`src/rtl/pfe_pkg.sv`:
```
package pfe_pkg;
  typedef enum logic [1:0] {
    ST_IDLE  = 2'd0,
    ST_GAP   = 2'd1,
    ST_MARK  = 2'd2,
    ST_TAIL  = 2'd3
  } pfe_state_e;
endpackage

```
`src/rtl/pfe_interval_timer.sv`:
```
module pfe_interval_timer #(
  parameter int TW = 7
) (
  input  logic          clk_i,
  input  logic          rst_ni,
  input  logic          clear_i,
  input  logic          run_i,
  input  logic          tick_i,
  input  logic [TW-1:0] target_i,
  output logic          expire_o
);
  logic [TW-1:0] cnt_q;

  assign expire_o = run_i && tick_i && (cnt_q == target_i - TW'(1));

  always_ff @(posedge clk_i or negedge rst_ni) begin
    if (!rst_ni)                  cnt_q <= '0;
    else if (clear_i || expire_o) cnt_q <= '0;
    else if (run_i && tick_i)     cnt_q <= cnt_q + TW'(1);
  end

  // count never passes the current interval length
  p_cnt_bound_r2: assert property (@(posedge clk_i) disable iff (!rst_ni)
    run_i |-> (cnt_q < target_i));

  p_hold_no_tick_r9: assert property (@(posedge clk_i) disable iff (!rst_ni)
    (run_i && !tick_i && !clear_i) |=> $stable(cnt_q));
endmodule

```
`src/rtl/pfe_bit_shifter.sv`:
```
module pfe_bit_shifter #(
  parameter int MAX_BITS = 16,
  parameter int LEN_W    = $clog2(MAX_BITS + 1)
) (
  input  logic                clk_i,
  input  logic                rst_ni,
  input  logic                load_i,
  input  logic                shift_i,
  input  logic [MAX_BITS-1:0] data_i,
  input  logic [MAX_BITS-1:0] key_i,
  input  logic [LEN_W-1:0]    len_i,
  output logic                cur_bit_o,
  output logic                last_o
);
  logic [MAX_BITS-1:0] sreg_q;
  logic [LEN_W-1:0]    rem_q;

  assign cur_bit_o = sreg_q[0];
  assign last_o    = (rem_q == LEN_W'(1));

  always_ff @(posedge clk_i or negedge rst_ni) begin
    if (!rst_ni) begin
      sreg_q <= '0;
      rem_q  <= '0;
    end else if (load_i) begin
      sreg_q <= data_i ^ key_i;
      rem_q  <= len_i;
    end else if (shift_i) begin
      sreg_q <= {1'b0, sreg_q[MAX_BITS-1:1]};
      rem_q  <= rem_q - LEN_W'(1);
    end
  end

  p_no_underflow_r5: assert property (@(posedge clk_i) disable iff (!rst_ni)
    shift_i |-> (rem_q != '0));

  p_rem_bound_r5: assert property (@(posedge clk_i) disable iff (!rst_ni)
    rem_q <= LEN_W'(MAX_BITS));
endmodule

```
`src/rtl/pfe_ctrl.sv`:
```
module pfe_ctrl
  import pfe_pkg::*;
#(
  parameter int TW         = 7,
  parameter int PAUSE_US   = 20,
  parameter int ONE_ON_US  = 80,
  parameter int ZERO_ON_US = 40
) (
  input  logic          clk_i,
  input  logic          rst_ni,
  input  logic          start_i,
  input  logic          zero_len_i,
  input  logic          expire_i,
  input  logic          cur_bit_i,
  input  logic          last_i,
  output logic          accept_o,
  output logic          shift_o,
  output logic          run_o,
  output logic [TW-1:0] target_o,
  output logic          carrier_o,
  output logic          busy_o,
  output logic          done_o
);
  pfe_state_e state_q, state_d;
  logic       done_q;

  assign accept_o  = (state_q == ST_IDLE) && start_i;
  assign shift_o   = (state_q == ST_MARK) && expire_i;
  assign run_o     = (state_q != ST_IDLE);
  assign carrier_o = (state_q == ST_IDLE) || (state_q == ST_MARK);
  assign busy_o    = run_o;
  assign done_o    = done_q;

  always_comb begin
    unique case (state_q)
      ST_MARK: target_o = cur_bit_i ? TW'(ONE_ON_US) : TW'(ZERO_ON_US);
      default: target_o = TW'(PAUSE_US);
    endcase
  end

  always_comb begin
    state_d = state_q;
    unique case (state_q)
      ST_IDLE: if (start_i)  state_d = zero_len_i ? ST_TAIL : ST_GAP;
      ST_GAP:  if (expire_i) state_d = ST_MARK;
      ST_MARK: if (expire_i) state_d = last_i ? ST_TAIL : ST_GAP;
      ST_TAIL: if (expire_i) state_d = ST_IDLE;
      default:               state_d = ST_IDLE;
    endcase
  end

  always_ff @(posedge clk_i or negedge rst_ni) begin
    if (!rst_ni) begin
      state_q <= ST_IDLE;
      done_q  <= 1'b0;
    end else begin
      state_q <= state_d;
      done_q  <= (state_q == ST_TAIL) && expire_i;
    end
  end

  p_done_pulse_r7: assert property (@(posedge clk_i) disable iff (!rst_ni)
    done_q |=> !done_q);

  p_busy_while_start_r8: assert property (@(posedge clk_i) disable iff (!rst_ni)
    (busy_o && start_i && !expire_i) |=> busy_o);
endmodule

```
`src/rtl/pause_frame_encoder.sv`:
```
module pause_frame_encoder #(
  parameter int MAX_BITS   = 16,
  parameter int PAUSE_US   = 20,
  parameter int ONE_ON_US  = 80,
  parameter int ZERO_ON_US = 40
) (
  input  logic                clk_i,
  input  logic                rst_ni,
  input  logic                tick_i,
  input  logic                start_i,
  input  logic [MAX_BITS-1:0] data_i,
  input  logic [MAX_BITS-1:0] key_i,
  input  logic [$clog2(MAX_BITS+1)-1:0] nbits_i,
  output logic                carrier_o,
  output logic                busy_o,
  output logic                done_o
);
  localparam int LEN_W  = $clog2(MAX_BITS + 1);
  localparam int MAX_ON = (ONE_ON_US > ZERO_ON_US) ? ONE_ON_US : ZERO_ON_US;
  localparam int MAX_D  = (MAX_ON > PAUSE_US) ? MAX_ON : PAUSE_US;
  localparam int TW     = $clog2(MAX_D + 1);

  logic             accept, shift, run, expire, cur_bit, last_bit, zero_len;
  logic [TW-1:0]    target;
  logic [LEN_W-1:0] len_eff;

  assign len_eff  = (nbits_i > LEN_W'(MAX_BITS)) ? LEN_W'(MAX_BITS) : nbits_i;
  assign zero_len = (nbits_i == '0);

  pfe_ctrl #(
    .TW(TW), .PAUSE_US(PAUSE_US), .ONE_ON_US(ONE_ON_US), .ZERO_ON_US(ZERO_ON_US)
  ) u_ctrl (
    .clk_i, .rst_ni,
    .start_i, .zero_len_i(zero_len), .expire_i(expire),
    .cur_bit_i(cur_bit), .last_i(last_bit),
    .accept_o(accept), .shift_o(shift), .run_o(run), .target_o(target),
    .carrier_o, .busy_o, .done_o
  );

  pfe_interval_timer #(.TW(TW)) u_timer (
    .clk_i, .rst_ni,
    .clear_i(accept), .run_i(run), .tick_i, .target_i(target), .expire_o(expire)
  );

  pfe_bit_shifter #(.MAX_BITS(MAX_BITS), .LEN_W(LEN_W)) u_shift (
    .clk_i, .rst_ni,
    .load_i(accept), .shift_i(shift),
    .data_i, .key_i, .len_i(len_eff),
    .cur_bit_o(cur_bit), .last_o(last_bit)
  );

  p_idle_carrier_r1: assert property (@(posedge clk_i) disable iff (!rst_ni)
    !busy_o |-> carrier_o);

  p_done_ends_busy_r7: assert property (@(posedge clk_i) disable iff (!rst_ni)
    $rose(done_o) |-> (!busy_o && $past(busy_o)));

  p_stable_no_tick_r9: assert property (@(posedge clk_i) disable iff (!rst_ni)
    (busy_o && !tick_i) |=> ($stable(carrier_o) && busy_o));
endmodule

```
`config.mk`:
```
export PLATFORM = sky130hd
export DESIGN_NAME = pause_frame_encoder
export DESIGN_NICKNAME = d
export VERILOG_FILES = /design/src/rtl/pfe_pkg.sv /design/src/rtl/pfe_interval_timer.sv /design/src/rtl/pfe_bit_shifter.sv /design/src/rtl/pfe_ctrl.sv /design/src/rtl/pause_frame_encoder.sv
export SDC_FILE = /design/constraint.sdc
export NUM_CORES = 1
export LEC_CHECK = 0
export BUFFER_PORTS_ARGS = -buffer_cell sky130_fd_sc_hd__buf_2
export CORE_MARGIN = 8
export CORE_UTILIZATION = 55
export CTS_BUF_LIST = sky130_fd_sc_hd__clkbuf_2
export DETAILED_ROUTE_END_ITERATION = 10
export HOLD_SLACK_MARGIN = 0.05
export PLACE_DENSITY = 0.87
export RECOVER_POWER = 50
export SYNTH_ARGS = -nofsm -noshare
export SYNTH_HDL_FRONTEND = slang
export SYNTH_SLANG_ARGS = --single-unit
```
`constraint.sdc`:
```
create_clock -name clk_i -period 1.7 [get_ports clk_i]
set_input_delay 0.34 -clock clk_i [delete_from_list [all_inputs] [get_ports clk_i]]
set_output_delay 0.34 -clock clk_i [all_outputs]
set_load 0.02 [all_outputs]
```
==> results.sh <==
export IMPL_fin_crit_ns=1.74
export IMPL_numCtsBuffers=5
export IMPL_fin_tns_setup_ns=-0.194
export IMPL_fp_dieH_um=72.5
export IMPL_grt_max_degree=35
export IMPL_area_growth_pct=23.9
export IMPL_syn_inst=178
export IMPL_n_antenna_cell=0
export IMPL_yosysMostFrequentCell="dfrtp_1"
export IMPL_fmax_mhz=574
export IMPL_multi_input_area_um2=921
export IMPL_fin_ws_ns=-0.0412
export IMPL_slowest_delay_ns=0.48
export IMPL_crit_chain="and4b_1 > o2111ai_4 > clkbuf_16 > mux2i_1 > o21ai_0"
export IMPL_synthesis_area_um2=1760
export IMPL_syn_nets=222
export IMPL_wl_per_cell_um=14.0
export IMPL_cts_sinks=31
export IMPL_synth_commonest_cells="31 x dfrtp_1, 21 x nand2_1, 18 x o21ai_0"
export IMPL_cp_start_kind="flop"
export IMPL_setup_violations=9
export IMPL_max_cap_violations=0
export IMPL_met3_length_um=296
export IMPL_crit_family="flip-flops"
export IMPL_num_rows=20
export IMPL_postRouteAntennaNets=0
export IMPL_stdcell_area_um2=2170
export IMPL_hold_violations=0
export IMPL_clk_pin_slew_ns=0.18
export IMPL_cts_buffer_depth=2
export IMPL_yosysSeqAreaShare_pct=44.2
export IMPL_drive_gt1_share_pct=30.0
export IMPL_route_met2_wl_um=1890
export IMPL_status="finished with violations"
export IMPL_die_w_um=72.5
export IMPL_path_buf_inv=1
export IMPL_totalWireLength_um=3880
export IMPL_crit_slowest_cell="dfrtp_2"
export IMPL_rsz0062_at_grt="yes"
export IMPL_first_pass_iters=4
export IMPL_path_max_fanout=8
export IMPL_met1_length_um=1660
export IMPL_drt_initial_drc_count=67
export IMPL_top_layer="met4"
export IMPL_finalCritPeriodShare_pct=102
export IMPL_clock_skew_ns=0.0307
export IMPL_worstSetupEndpointType="flop"
export IMPL_cp_required_ns=1.94
export IMPL_synth_largest_area_cell="dfrtp_1"
export IMPL_io_pins=44
export IMPL_grt_pass1_vias=1427
export IMPL_portBuffers=43
export IMPL_peakVddDrop_mv=0.808
export IMPL_clk_latency_ns=0.38
export IMPL_synth_seq_cells=31
export IMPL_synthArstFlopShare_pct=100
export IMPL_place_area_um2=2030
export IMPL_cts_tree="built"
export IMPL_leakage_nw=1.12
export IMPL_start_util_pct=57.5
export IMPL_die_area_um2=5260
export IMPL_coreArea_um2=3050
export IMPL_power_mw=2.29
export IMPL_ys_warnings_count=0
export IMPL_synth_top_cell_area_share_pct=44.2
export IMPL_vias=1412
export IMPL_ys_types=29
export IMPL_synth_edf_count=0
export IMPL_fin_nets=276
export IMPL_avgSynthCellArea_um2=9.86
export IMPL_grt_util_all_layers_pct=14.9
export IMPL_globalRoute_totalOverflow=0
export IMPL_dp_hpwl_um=2730
export IMPL_antenna_found_initial=0
export IMPL_cts_max_level=2
export IMPL_crit_arrival_ns=1.98
export IMPL_place_congestion=0.803
export IMPL_criticalPathCategory="flop to flop"
export IMPL_worst_pin_slew_ns=0.744
export IMPL_grt_pass1_wl_um=6090
export IMPL_drc=0
export IMPL_fillers=265
export IMPL_hp_class="input pin to flop"
export IMPL_clockRootBuffer="clkbuf_2"
export IMPL_post_drt_via_cell_ratio=5.10
export IMPL_p_per_area_nw_per_um2=1050
export IMPL_slew_headroom_pct=50.4
export IMPL_synth_area_top_cells="dfrtp_1 44%, mux2i_1 9.1%, xor2_1 8.5%, o21ai_0 5.1%, nand2_1 4.5%"
export IMPL_drv_slew=0
export IMPL_ys_flop_type="dfrtp_1"
export IMPL_violations="setup timing"
export IMPL_ff2ff_setup_slack_ns=-0.04
export IMPL_seq_area_um2=778
==> sequential cells by signal (all words and copies together) (netlist names) <==
| register | cells |
|---|---|
| u_ctrl.state_q | 2 |
| u_ctrl.done_o | 1 |
| u_shift.rem_q | 5 |
| u_timer.cnt_q | 7 |
| u_shift.sreg_q | 16 |
==> repair_timing <==
| action | 4_1_cts | 5_1_grt |
|---|---|---|
| hold buffers | 1 | 0 |
| endpoints found under the setup margin | 2 | 25 |
| pin swaps | 1 | 1 |
| buffers inserted | 2 | 2 |
| hold endpoints to repair | 31 | 0 |
| gates resized for setup | 1 | 5 |
| cloned | 0 | 1 |
==> kinds of logic (layout without fill, tap and decap cells) <==
logic type	count (synthesis)	after routing	synth area share, %
buffers and inverters	14	69	4.28
AOI/OAI and AO/OA	35	35	11.8
DFF	31	31	44.2
xor gates and xnor gates	26	26	13.0
and+or+nand+nor	53	53	15.5
adders and majority gates	3	3	2.14
muxes	16	16	9.12
==> cell type report <==
cell class / count / share of cell area [%]
well taps: 44 / 2.53
inverters: 7 / 1.21
clock inverters: 3 / 1.78
repair buffers: 54 / 15.2
multi-input cells: 133 / 42.3
flip-flops and latches: 31 / 35.8
clock buffers: 5 / 1.15
==> path summary, 6_finish.rpt <==
path | startpoint | end | cells after the start
min in group asynchronous | rst_ni | u_timer.cnt_q[1] | 2
min | nbits_i[4] | u_shift.rem_q[4] | 3
max in group asynchronous | rst_ni | u_timer.cnt_q[6] | 2
max reg2reg | u_timer.cnt_q[6] | u_shift.sreg_q[3] | 5
min reg2reg | u_shift.sreg_q[15] | u_shift.sreg_q[15] | 2
max | u_timer.cnt_q[6] | u_shift.sreg_q[3] | 5
==> through the flow <==
stage                     utilization (%)  instances  setup slack [ns]  hold WS [ns]
final                                71.2        277           -0.0412         0.173
after global routing                 71.2        277           -0.0896         0.151
after CTS                            69.6        274           0.00125         0.148
after detailed placement             66.4        263            0.0293         0.421
after global placement               66.4        263            0.0727         0.407
after floorplan                         -        178             0.115        0.0444
==> layer usage <==
metal  up-vias  global-route usage [%]
li1        713                       -
met1       646                    15.9
met2        48                    24.8
met3         5                    8.13
met4         0                    4.67
met5         -                       0
==> where the power goes <==
part	switching, mW	internal (mW)
combinational	0.339	0.355
clock	0.261	0.242
sequential	0.186	0.908
==> worst reg2reg max path, cell delays in order, from the launching register on <==
cell,delay (ns)
dfrtp_2,0.48
and4b_1,0.24
o2111ai_4,0.39
clkbuf_16,0.25
mux2i_1,0.17
o21ai_0,0.08
==> cell usage in the layout, fill, tap and decap left out, types with 3 or more instances in the layout <==
cell type / netlist / layout
mux2i_1: 16 / 16
buf_2: 0 / 42
buf_4: 0 / 8
inv_1: 7 / 7
a21oi_1: 8 / 8
dfrtp_1: 31 / 29
ha_1: 3 / 3
xor2_1: 17 / 17
nand2_1: 21 / 20
o21ai_1: 4 / 4
nand3_1: 4 / 4
o21ai_0: 18 / 18
clkbuf_2: 0 / 6
xnor2_1: 9 / 9
nor2_1: 14 / 13
Note: power is estimated with default switching activity, not from simulation.
